## config.mk

```make
export PLATFORM = sky130hd
export DESIGN_NAME = pwr_mode_ctrl
export DESIGN_NICKNAME = d
export VERILOG_FILES = /design/src/rtl/pmc_pkg.sv /design/src/rtl/pmc_target_decode.sv /design/src/rtl/pmc_mode_fsm.sv /design/src/rtl/pmc_gate_regs.sv /design/src/rtl/pwr_mode_ctrl.sv
export SDC_FILE = /design/constraint.sdc
export NUM_CORES = 1
export LEC_CHECK = 0
export ABC_AREA = 1
export ABC_CLOCK_PERIOD_IN_PS = 4000
export BUFFER_PORTS_ARGS = -buffer_cell sky130_fd_sc_hd__buf_2
export CORE_AREA = 2 2 39 41
export CTS_CLUSTER_DIAMETER = 40
export CTS_CLUSTER_SIZE = 12
export DETAILED_ROUTE_END_ITERATION = 12
export DIE_AREA = 0 0 41 43
export SETUP_SLACK_MARGIN = 0.3
export SLEW_MARGIN = 10
export SYNTH_ARGS = -nofsm -noshare
export SYNTH_HDL_FRONTEND = slang
export SYNTH_SLANG_ARGS = --single-unit
```

## constraint.sdc

```tcl
create_clock -name clk -period 4 [get_ports clk]
set_input_delay 0.2 -clock clk [delete_from_list [all_inputs] [get_ports clk]]
set_output_delay 0.2 -clock clk [all_outputs]
set_load 0.05 [all_outputs]
```

## src/rtl/pmc_pkg.sv

```systemverilog
package pmc_pkg;
  localparam int SEL_W = 2;

  typedef enum logic [1:0] {
    PM_RUN   = 2'd0,
    PM_IDLE  = 2'd1,
    PM_SLEEP = 2'd2,
    PM_DEEP  = 2'd3
  } pm_mode_e;

  localparam logic [SEL_W-1:0] SRC_PRI = 2'b00;
  localparam logic [SEL_W-1:0] SRC_SEC = 2'b01;
  localparam logic [SEL_W-1:0] SRC_INT = 2'b11;

  function automatic logic [SEL_W-1:0] map_src(input logic [SEL_W-1:0] sel);
    case (sel)
      2'b01:   map_src = SRC_SEC;
      2'b11:   map_src = SRC_INT;
      default: map_src = SRC_PRI;
    endcase
  endfunction
endpackage

```

## src/rtl/pmc_target_decode.sv

```systemverilog
module pmc_target_decode
  import pmc_pkg::*;
(
  input  logic             idle_en,
  input  logic             deep_en,
  input  logic [SEL_W-1:0] clk_sel,
  output pm_mode_e         tgt_mode,
  output logic [SEL_W-1:0] tgt_src
);
  always_comb begin
    if (deep_en)      tgt_mode = PM_DEEP;
    else if (idle_en) tgt_mode = PM_IDLE;
    else              tgt_mode = PM_SLEEP;
    tgt_src = map_src(clk_sel);
  end
endmodule

```

## src/rtl/pmc_mode_fsm.sv

```systemverilog
module pmc_mode_fsm
  import pmc_pkg::*;
(
  input  logic             clk,
  input  logic             rst,
  input  logic             two_speed_en,
  input  logic             pri_ready,
  input  logic             sleep_stb,
  input  logic             wake,
  input  pm_mode_e         tgt_mode,
  input  logic [SEL_W-1:0] tgt_src,
  output pm_mode_e         mode_d,
  output logic [SEL_W-1:0] src_d
);
  pm_mode_e         mode_q;
  logic [SEL_W-1:0] src_q;
  logic             start_q, start_d;

  always_comb begin
    mode_d  = mode_q;
    src_d   = src_q;
    start_d = start_q;
    case (mode_q)
      PM_RUN: begin
        if (sleep_stb) begin
          mode_d  = tgt_mode;
          src_d   = tgt_src;
          start_d = 1'b0;
        end else if (start_q) begin
          if (pri_ready) begin
            start_d = 1'b0;
            src_d   = SRC_PRI;
          end else begin
            src_d   = SRC_INT;
          end
        end else begin
          src_d = tgt_src;
        end
      end
      PM_IDLE, PM_SLEEP: begin
        if (wake) begin
          mode_d = PM_RUN;
          src_d  = tgt_src;
        end
      end
      default: ;
    endcase
  end

  always_ff @(posedge clk) begin
    if (rst) begin
      mode_q  <= PM_RUN;
      start_q <= two_speed_en;
      src_q   <= two_speed_en ? SRC_INT : SRC_PRI;
    end else begin
      mode_q  <= mode_d;
      start_q <= start_d;
      src_q   <= src_d;
    end
  end

  AST_DEEP_HOLD: assert property (@(posedge clk) disable iff (rst)
    (mode_q == PM_DEEP) |=> (mode_q == PM_DEEP));

  AST_STB_LOWPWR: assert property (@(posedge clk) disable iff (rst)
    (mode_q != PM_RUN && !wake) |=> $stable(mode_q) && $stable(src_q));

  AST_WAKE_EXIT: assert property (@(posedge clk) disable iff (rst)
    ((mode_q == PM_IDLE || mode_q == PM_SLEEP) && wake) |=> (mode_q == PM_RUN));
endmodule

```

## src/rtl/pmc_gate_regs.sv

```systemverilog
module pmc_gate_regs
  import pmc_pkg::*;
(
  input  logic             clk,
  input  logic             rst,
  input  logic             two_speed_en,
  input  pm_mode_e         mode_d,
  input  logic [SEL_W-1:0] src_d,
  output logic             cpu_clk_en,
  output logic             per_clk_en,
  output logic             reg_off_req,
  output logic [1:0]       mode_o,
  output logic [SEL_W-1:0] src_o
);
  always_ff @(posedge clk) begin
    if (rst) begin
      cpu_clk_en  <= 1'b1;
      per_clk_en  <= 1'b1;
      reg_off_req <= 1'b0;
      mode_o      <= PM_RUN;
      src_o       <= two_speed_en ? SRC_INT : SRC_PRI;
    end else begin
      cpu_clk_en  <= (mode_d == PM_RUN);
      per_clk_en  <= (mode_d == PM_RUN) || (mode_d == PM_IDLE);
      reg_off_req <= (mode_d == PM_DEEP);
      mode_o      <= mode_d;
      src_o       <= src_d;
    end
  end

  AST_RUN_CLOCKS: assert property (@(posedge clk) disable iff (rst)
    (mode_o == PM_RUN) |-> (cpu_clk_en && per_clk_en && !reg_off_req));

  AST_IDLE_GATE: assert property (@(posedge clk) disable iff (rst)
    (mode_o == PM_IDLE) |-> (!cpu_clk_en && per_clk_en && !reg_off_req));

  AST_SLEEP_GATE: assert property (@(posedge clk) disable iff (rst)
    (mode_o == PM_SLEEP) |-> (!cpu_clk_en && !per_clk_en && !reg_off_req));

  AST_DEEP_REG: assert property (@(posedge clk) disable iff (rst)
    reg_off_req |-> (mode_o == PM_DEEP && !cpu_clk_en && !per_clk_en));
endmodule

```

## src/rtl/pwr_mode_ctrl.sv

```systemverilog
module pwr_mode_ctrl
  import pmc_pkg::*;
(
  input  logic       clk,
  input  logic       rst,
  input  logic       two_speed_en,
  input  logic       pri_ready,
  input  logic       sleep_stb,
  input  logic       idle_en,
  input  logic       deep_en,
  input  logic [1:0] clk_sel,
  input  logic       wake,
  output logic       cpu_clk_en,
  output logic       per_clk_en,
  output logic       reg_off_req,
  output logic [1:0] mode,
  output logic [1:0] clk_src
);
  pm_mode_e         tgt_mode, mode_d;
  logic [SEL_W-1:0] tgt_src, src_d;

  pmc_target_decode u_decode (
    .idle_en  (idle_en),
    .deep_en  (deep_en),
    .clk_sel  (clk_sel),
    .tgt_mode (tgt_mode),
    .tgt_src  (tgt_src)
  );

  pmc_mode_fsm u_fsm (
    .clk          (clk),
    .rst          (rst),
    .two_speed_en (two_speed_en),
    .pri_ready    (pri_ready),
    .sleep_stb    (sleep_stb),
    .wake         (wake),
    .tgt_mode     (tgt_mode),
    .tgt_src      (tgt_src),
    .mode_d       (mode_d),
    .src_d        (src_d)
  );

  pmc_gate_regs u_gates (
    .clk          (clk),
    .rst          (rst),
    .two_speed_en (two_speed_en),
    .mode_d       (mode_d),
    .src_d        (src_d),
    .cpu_clk_en   (cpu_clk_en),
    .per_clk_en   (per_clk_en),
    .reg_off_req  (reg_off_req),
    .mode_o       (mode),
    .src_o        (clk_src)
  );

  AST_WAKE_CPU: assert property (@(posedge clk) disable iff (rst)
    ((mode == 2'd1 || mode == 2'd2) && wake) |=> cpu_clk_en);
endmodule

```

# Word-level counts from Yosys, hierarchy flattened
# Index checks and enable logic that the tools add are counted.
[totals]
input_bits = 10
out_inout_bits = 7
register_bits = 8
[classes]
reduce_logical = 7
mux = 18
n_eq_ne = 7
[ops]
columns = ["cell", "count"]
rows = [
  ["$mux W2", 10],
  ["$pmux W2 S2", 3],
  ["$eq A2 B1 Y1 const B", 3],
  ["$eq A2 B2 Y1 const B", 3],
  ["$mux W1", 5],
  ["$logic_not A2 Y1", 2],
  ["$ne A3 B3 Y1 const B", 1],
  ["$reduce_bool A3 Y1", 1],
  ["$reduce_and A2 Y1", 1],
  ["$reduce_bool A2 Y1", 1],
  ["$reduce_or A2 Y1", 1],
  ["$logic_or A1 B1 Y1", 1],
]

# Depth between registers and ports, before layout
# Gate-level depths: netlist (run 1).
[logic_depth]
ltp_word = 6
ltp_mapped = 8
ltp_nobuf = 8

# Hierarchy
# Synthesis (run 1) repeated with hierarchy kept, for this count alone.
[hier_totals]
hier_cells = 82
hier_area_um2 = 565.5
[modules_own_cells]
columns = ["mod", "cells_per_inst", "instances", "area_each_um2"]
rows = [
  ["pmc_mode_fsm", 55, 1, 346.6],
  ["pmc_gate_regs", 20, 1, 192.7],
  ["pmc_target_decode", 7, 1, 26.3],
]

# Worst setup path before layout (run 1)
# No wires, ideal clock.
[synth_path]
path_type = "flip-flop to flip-flop"
from = "register, netlist name u_gates.mode_o[0]"
to = "register u_gates.src_o[1], data pin"
arrival_time_ps = 1453
path_slack_ps = 2290
setup_ps = 258
synth_period_minus_slack_ps = 1710
path_stages_with_launch = 9
cell_sequence = "dfxtp_1 > inv_1 > ha_1 > inv_1 > nand3_1 > nand2_1 > nand2_1 > nand2_1 > o21ai_1"
[synth_rtl]
columns = ["element", "line_no", "text"]
rows = [
  ["to (signal assigned)", "pmc_gate_regs.sv:21", "src_o <= two_speed_en ? SRC_INT : SRC_PRI;"],
  ["to (signal assigned)", "pmc_gate_regs.sv:27", "src_o <= src_d;"],
  ["to (decl)", "pmc_gate_regs.sv:13", "output logic [SEL_W-1:0] src_o"],
]

==> metrics.md, run 1 <==
| Metric | Value |
|---|---|
| Overflow after GRT | `0` |
| GRT Util Overall | `0.1030` |
| Row cnt | `14` |
| Unique cell type count in the Yosys netlist | `16` |
| Clk Latency, worst-skew pair | `0.25 ns` |
| Psw | `0.08587 mW` |
| Status | `completed` |
| Hold crit path type | `input port to flop` |
| Clock-pin slew on the worst setup and hold paths | `0.06 ns` |
| Reg2reg end | `u_gates.src_o[1]` |
| Hold Path End | `u_gates.mode_o[1]` |
| Commonest non-fill, non-tap cell in the layout | `buf_2` |
| Root Driver | `clkbuf_4` |
| Synth Area in Adders | `0.05848` |
| RePlAce Congestion | `0.7225` |
| CTS Hold Buffers Added | `0` |
| Internal power | `0.1552 mW` |
| Largest net degree at the start of global routing | `6` |
| Combinational family with the most area after synthesis | `simple AND/OR/NAND/NOR gates` |
| Clk buf depth | `2` |
| Power share of the sequential group | `0.411` |
| Die Area | `0.001763 mm2` |
| Worst Hold Path Cells | `2` |
| Commonest non-fill, non-tap cells in the layout | `buf_2, inv_1, nand2_1` |
| IO Pins | `17` |
| First-pass GRT wire length | `1152 um` |
| DRC | `0` |
| Drt total wl | `734 um` |
| Antenna viol nets, final | `0` |
| Worst reg2reg path depth | `8` |
| Clock skew | `0.004943 ns` |
| Slew Limit Headroom | `0.8319` |
| Layout Area Growth over Synthesis | `29.53%` |
| Comb power frac | `0.321` |
| Number of global-route vias before repair | `330` |
| CTS tree | `built` |
| Input/output buffers | `16` |
| Max-cap violation count | `0` |
| # Post-CTS Setup Buffers | `0` |
| Post-layout util | `0.4005` |
| Via-per-instance ratio | `4.250` |
| Die W | `41 um` |
| Mapped Cells | `56` |
| Power share of the clock group | `0.268` |
| Synth Area in Compound Gates | `0.05556` |
| Post-CTS Resized | `0` |
| Yosys Warn Count | `0` |
| Seq/Total Area, Yosys | `0.4444` |
| Routed via count | `391` |
| Number of fill cells | `145` |
| WL/cell | `7.978 um` |
| Final min period | `1.425 ns` |
| Die Height | `43 um` |
| Initial Utilization | `0.3092` |
| Startpoint type of the worst setup path | `flop` |
| Post-Synth Simple-Gate Area | `0.3275` |
| Hold Startpoint | `rst` |
| CTS H-tree lvls | `1` |
| Max FO, Critical Path | `5` |
| Initial antenna violation count | `0` |
| Sw Ratio | `0.3561` |
| Post-synthesis mux area share | `0` |
| Nets@finish | `89` |
| Final hold violations | `0` |
| Tightest Pin Transition | `0.2539 ns` |
| LEAKAGE | `0.3028 nW` |
| Slew Limit Fails | `0` |
| # clock sinks | `8` |
| Post-synthesis xor/xnor area fraction | `0` |
| Avg Cell Area, Syn | `7.641 um2` |
| Period utilization | `0.3562` |
| Post-Route Setup TNS | `0 ns` |
| Critical path class | `flop to flop` |
| Power Dens Cells | `435.0 mW/mm2` |
| CTS buffer count | `3` |
| Setup crit end kind | `flop` |
| Unrepaired setup endpoints after global routing | `false` |
| Violation count after the first detailed-routing iteration | `1` |
| Antenna diodes | `0` |
| R2R Path Start | `u_gates.mode_o[0]` |
| Peak Freq | `701.8 MHz` |
| Synth Net Count | `68` |
| Final setup viols | `0` |
| TritonRoute pass-1 iters | `2` |
| Share of cells above drive strength 1 | `0.3553` |
| R2R setup slack | `2.58 ns` |
| Worst EP required | `4.00 ns` |
| Peak VDD IR | `0.1563 mV` |
| Mapped Area | `427.9 um2` |
| Critical Path AT | `1.43 ns` |
| HPWL after DPL | `607.3 um` |
| CORE AREA | `0.001384 mm2` |
| Yosys reg bits | `8` |
how the worst max path moves through the flow:
stage                                   to  cells past startpoint         startpoint  slack (ns)
final                     u_gates.src_o[1]                      8  u_gates.mode_o[0]        2.58
after global routing      u_gates.src_o[1]                      8  u_gates.mode_o[0]        2.44
after CTS                 u_gates.src_o[1]                      8  u_gates.mode_o[1]        2.56
after detailed placement  u_gates.src_o[1]                      8  u_gates.mode_o[1]        2.56
after global placement    u_gates.src_o[1]                      8  u_gates.mode_o[0]        2.57
after floorplan           u_gates.src_o[1]                      8  u_gates.mode_o[0]        2.29
worst max-delay path: stages (launching register included):
cell     delay [ns]
dfxtp_1        0.38
inv_1          0.06
ha_1           0.33
inv_1          0.08
nand3_1        0.09
nand2_1        0.07
nand2_1        0.05
nand2_1        0.07
o21ai_1        0.06
kinds of logic (layout without fill, tap and decap cells):
logic type      Yosys count  after routing
buf+inv                  13             33
flops                     8              8
simple gates             29             29
compound gates            4              4
fa+ha+maj                 2              2
power groups by stage:
stage          Clock [mW]  Combinational (mW)  Sequential [mW]
3_5_place_dp            0              0.0778            0.101
6_report           0.0647              0.0773           0.0991
3_3_place_gp            0              0.0776            0.101
5_1_grt            0.0729              0.0842            0.100
2_1_floorplan           0              0.0313            0.129
4_1_cts            0.0681              0.0780           0.0991
layout make-up:
class / instances / area [um2] / share of cell area
Clock buffer: 4 / 26.28 / 0.04740
Inverter: 13 / 48.80 / 0.08804
Multi-Input combinational cell: 35 / 188.9 / 0.3409
Sequential cell: 8 / 190.2 / 0.3431
Tap cell: 16 / 20.02 / 0.03612
Timing Repair Buffer: 16 / 80.08 / 0.1445
flip-flops by register name (all words and copies together), names as in the netlist:
register and flops:
u_gates.cpu_clk_en 1, u_gates.src_o 2, u_fsm.start_q 1, u_gates.reg_off_req 1, u_gates.per_clk_en 1, u_gates.mode_o 2
stage by stage:
stage	instances	instance area, um2	total power [mW]	hold WS [ns]	setup slack, ns
2_1_floorplan	56	427.9	0.1608	0.2732	2.290
3_3_place_gp	88	528.0	0.1782	0.4215	2.569
3_5_place_dp	88	528.0	0.1786	0.4208	2.565
4_1_cts	92	554.3	0.2453	0.1536	2.561
5_1_grt	92	554.3	0.2573	0.1542	2.444
6_report	92	554.3	0.2411	0.1640	2.575
Yosys cell counts:
| cell | instances | share of area |
|---|---|---|
| nand3_1 | 4 | 0.047 |
| nand3_4 | 1 | 0.041 |
| nor2_2 | 2 | 0.029 |
| or2_2 | 1 | 0.015 |
| edfxtp_1 | 3 | 0.21 |
| nor2_1 | 7 | 0.061 |
| inv_2 | 1 | 0.0088 |
| ha_1 | 2 | 0.058 |
| dfxtp_1 | 5 | 0.23 |
| a21oi_2 | 1 | 0.020 |
| o21ai_0 | 1 | 0.012 |
| nand2_2 | 2 | 0.029 |
| o21ai_1 | 1 | 0.012 |
| nand2_1 | 12 | 0.11 |
| inv_1 | 12 | 0.11 |
| a21oi_1 | 1 | 0.012 |
routing by layer:
metal | global-route usage | wire, um | part of all wire | vias to the layer above
li1 | - | - | - | 210
met1 | 0.1082 | 335 | 0.46 | 168
met2 | 0.1406 | 330 | 0.45 | 13
met3 | 0.06283 | 67 | 0.091 | 0
met4 | 0.08000 | 0 | 0 | 0
met5 | 0 | 0 | 0 | -
No activity file was read; power rests on OpenSTA's default activity.
==> inputs of run 2 (changes only) <==
--- a/config.mk
+++ b/config.mk
@@ -6,7 +6,7 @@
 export NUM_CORES = 1
 export LEC_CHECK = 0
 export ABC_AREA = 1
-export ABC_CLOCK_PERIOD_IN_PS = 4000
+export ABC_CLOCK_PERIOD_IN_PS = 1230
 export BUFFER_PORTS_ARGS = -buffer_cell sky130_fd_sc_hd__buf_2
 export CORE_AREA = 2 2 39 41
 export CTS_CLUSTER_DIAMETER = 40
==> constraint.sdc (replaced) <==
create_clock -name clk -period 1.23 [get_ports clk]
set_input_delay 0.0615 -clock clk [delete_from_list [all_inputs] [get_ports clk]]
set_output_delay 0.0615 -clock clk [all_outputs]
set_load 0.05 [all_outputs]
==> metrics.md, run 2 (same netlist as run 1, synthesis figures left out) <==
| Metric | Value |
|---|---|
| Status | `finished, violations left` |
| Failing checks | `setup timing` |
| Largest regs | `u_gates.mode_o: 2 flops, u_gates.src_o: 2 flops` |
| # clock sinks | `8` |
| TritonRoute pass-1 iters | `4` |
| Design Power | `0.8957 mW` |
| Antenna diodes | `0` |
| Commonest non-fill, non-tap cells in the layout | `buf_2, nand2_1, inv_1` |
| Tightest Pin Transition | `0.2478 ns` |
| WL met1 | `394 um` |
| Die Height | `43 um` |
| CORE AREA | `0.001384 mm2` |
| Nets@finish | `94` |
| Period utilization | `1.005` |
| Comb power frac | `0.405` |
| DRC | `0` |
| Setup crit end kind | `flop` |
| Power share of the sequential group | `0.357` |
| Hold crit path type | `input port to flop` |
| Largest net degree at the start of global routing | `6` |
| Clock skew | `0.006504 ns` |
| CTS H-tree lvls | `1` |
| Final WS setup | `-0.006687 ns` |
| Startpoint type of the worst setup path | `flop` |
| First-pass GRT wire length | `1497 um` |
| Initial antenna violation count | `0` |
| Clk Latency, worst-skew pair | `0.25 ns` |
| Slew Limit Headroom | `0.8359` |
| Final min period | `1.237 ns` |
| LEAKAGE | `0.3529 nW` |
| Critical Path AT | `1.24 ns` |
| Input/output buffers | `16` |
| CTS Hold Buffers Added | `0` |
| Max FO, Critical Path | `3` |
| RePlAce Congestion | `0.6535` |
| Post-Route Setup TNS | `-0.006687 ns` |
| Final hold violations | `0` |
| Number of global-route vias before repair | `386` |
| Unrepaired setup endpoints after global routing | `true` |
| Share of cells above drive strength 1 | `0.5556` |
| WL met3 | `83 um` |
| CTS tree | `built` |
| Violation count after the first detailed-routing iteration | `2` |
| Setup WS pre-CTS | `-0.02759 ns` |
| Antenna viol nets, final | `0` |
| IO Pins | `17` |
| Sw Ratio | `0.3602` |
| Power Dens Cells | `1265 mW/mm2` |
| Slew Limit Fails | `0` |
| HPWL after DPL | `678.1 um` |
| Routed via count | `418` |
| Commonest non-fill, non-tap cell in the layout | `buf_2` |
| Peak VDD IR | `0.8543 mV` |
| Clk buf depth | `2` |
| Root Driver | `clkbuf_4` |
| GRT Util Overall | `0.1266` |
| Via-per-instance ratio | `4.309` |
| CTS buffer count | `3` |
| Critical path class | `flop to flop` |
| Worst EP required | `1.23 ns` |
| Drt total wl | `936 um` |
| Overflow after GRT | `0` |
| Internal power | `0.5730 mW` |
| Top layer in use | `met3` |
| Power share of the clock group | `0.237` |
| Initial Utilization | `0.3092` |
| Peak Freq | `808.6 MHz` |
| Clock-pin slew on the worst setup and hold paths | `0.06 ns` |
| Row cnt | `14` |
| Final setup viols | `1` |
| Routed wl met2 | `457 um` |
| Post-layout util | `0.5118` |
| Die Area | `0.001763 mm2` |
| Max-cap violation count | `0` |
| Psw | `0.3227 mW` |
| WL/cell | `9.649 um` |
| Layout Area Growth over Synthesis | `65.50%` |
| Die W | `41 um` |
run 2: cell types whose count changed in the layout (fill, tap and decap cells not counted), sizes merged:
cell  change
buf       +5
run 2: what timing repair did:
action,CTS,global route
gates resized for setup,16,5
setup buffers,3,1
endpoints found under the hold margin,0,0
endpoints found under the setup margin,12,13
pin swaps,6,3
run 2: final timing paths:
| path | cells past startpoint | from | slack [ns] | end |
|---|---|---|---|---|
| hold / removal | 2 | rst | 0.04 | u_gates.mode_o[1] |
| setup reg to reg | 8 | u_gates.mode_o[1] | -0.007 | u_gates.src_o[1] |
| hold reg to reg | 5 | u_gates.mode_o[0] | 0.75 | u_gates.cpu_clk_en |
| setup / recovery | 8 | u_gates.mode_o[1] | -0.007 | u_gates.src_o[1] |
run 2: power by group through the flow:
stage / logic [mW] / clock network, mW / registers, mW
after floorplan: 0.120 / 0 / 0.424
after global placement: 0.280 / 0 / 0.329
after detailed placement: 0.281 / 0 / 0.329
after CTS: 0.348 / 0.225 / 0.321
after global routing: 0.390 / 0.233 / 0.324
final: 0.363 / 0.212 / 0.320
run 2: layer usage:
layer,up-vias,track usage
li1,220,-
met2,16,0.2031
met1,182,0.1457
met5,-,0
met3,0,0.08377
met4,0,0
run 2: area by class of cell:
class                           count  area, um2
Tap cell                           16      20.02
Clock buffer                        4      26.28
Timing Repair Buffer               21      148.9
Inverter                           13      51.30
Multi-Input combinational cell     35      264.0
Fill cell                         141      675.6
Sequential cell                     8      197.7
run 2: worst max-delay path: stages (launching register included):
cell     delay (ns)
dfxtp_4        0.34
inv_2          0.04
ha_4           0.25
inv_2          0.06
nand3_2        0.07
nand2_1        0.06
nand2_1        0.06
nand2_2        0.06
o21ai_1        0.06
run 2: stage by stage:
stage | instance area, um2 | instances | hold slack [ns]
2_1_floorplan | 455.4 | 56 | 0.1255
3_3_place_gp | 563.0 | 89 | 0.2873
3_5_place_dp | 563.0 | 89 | 0.2867
4_1_cts | 679.4 | 96 | 0.01989
5_1_grt | 708.2 | 97 | 0.03240
6_report | 708.2 | 97 | 0.03680
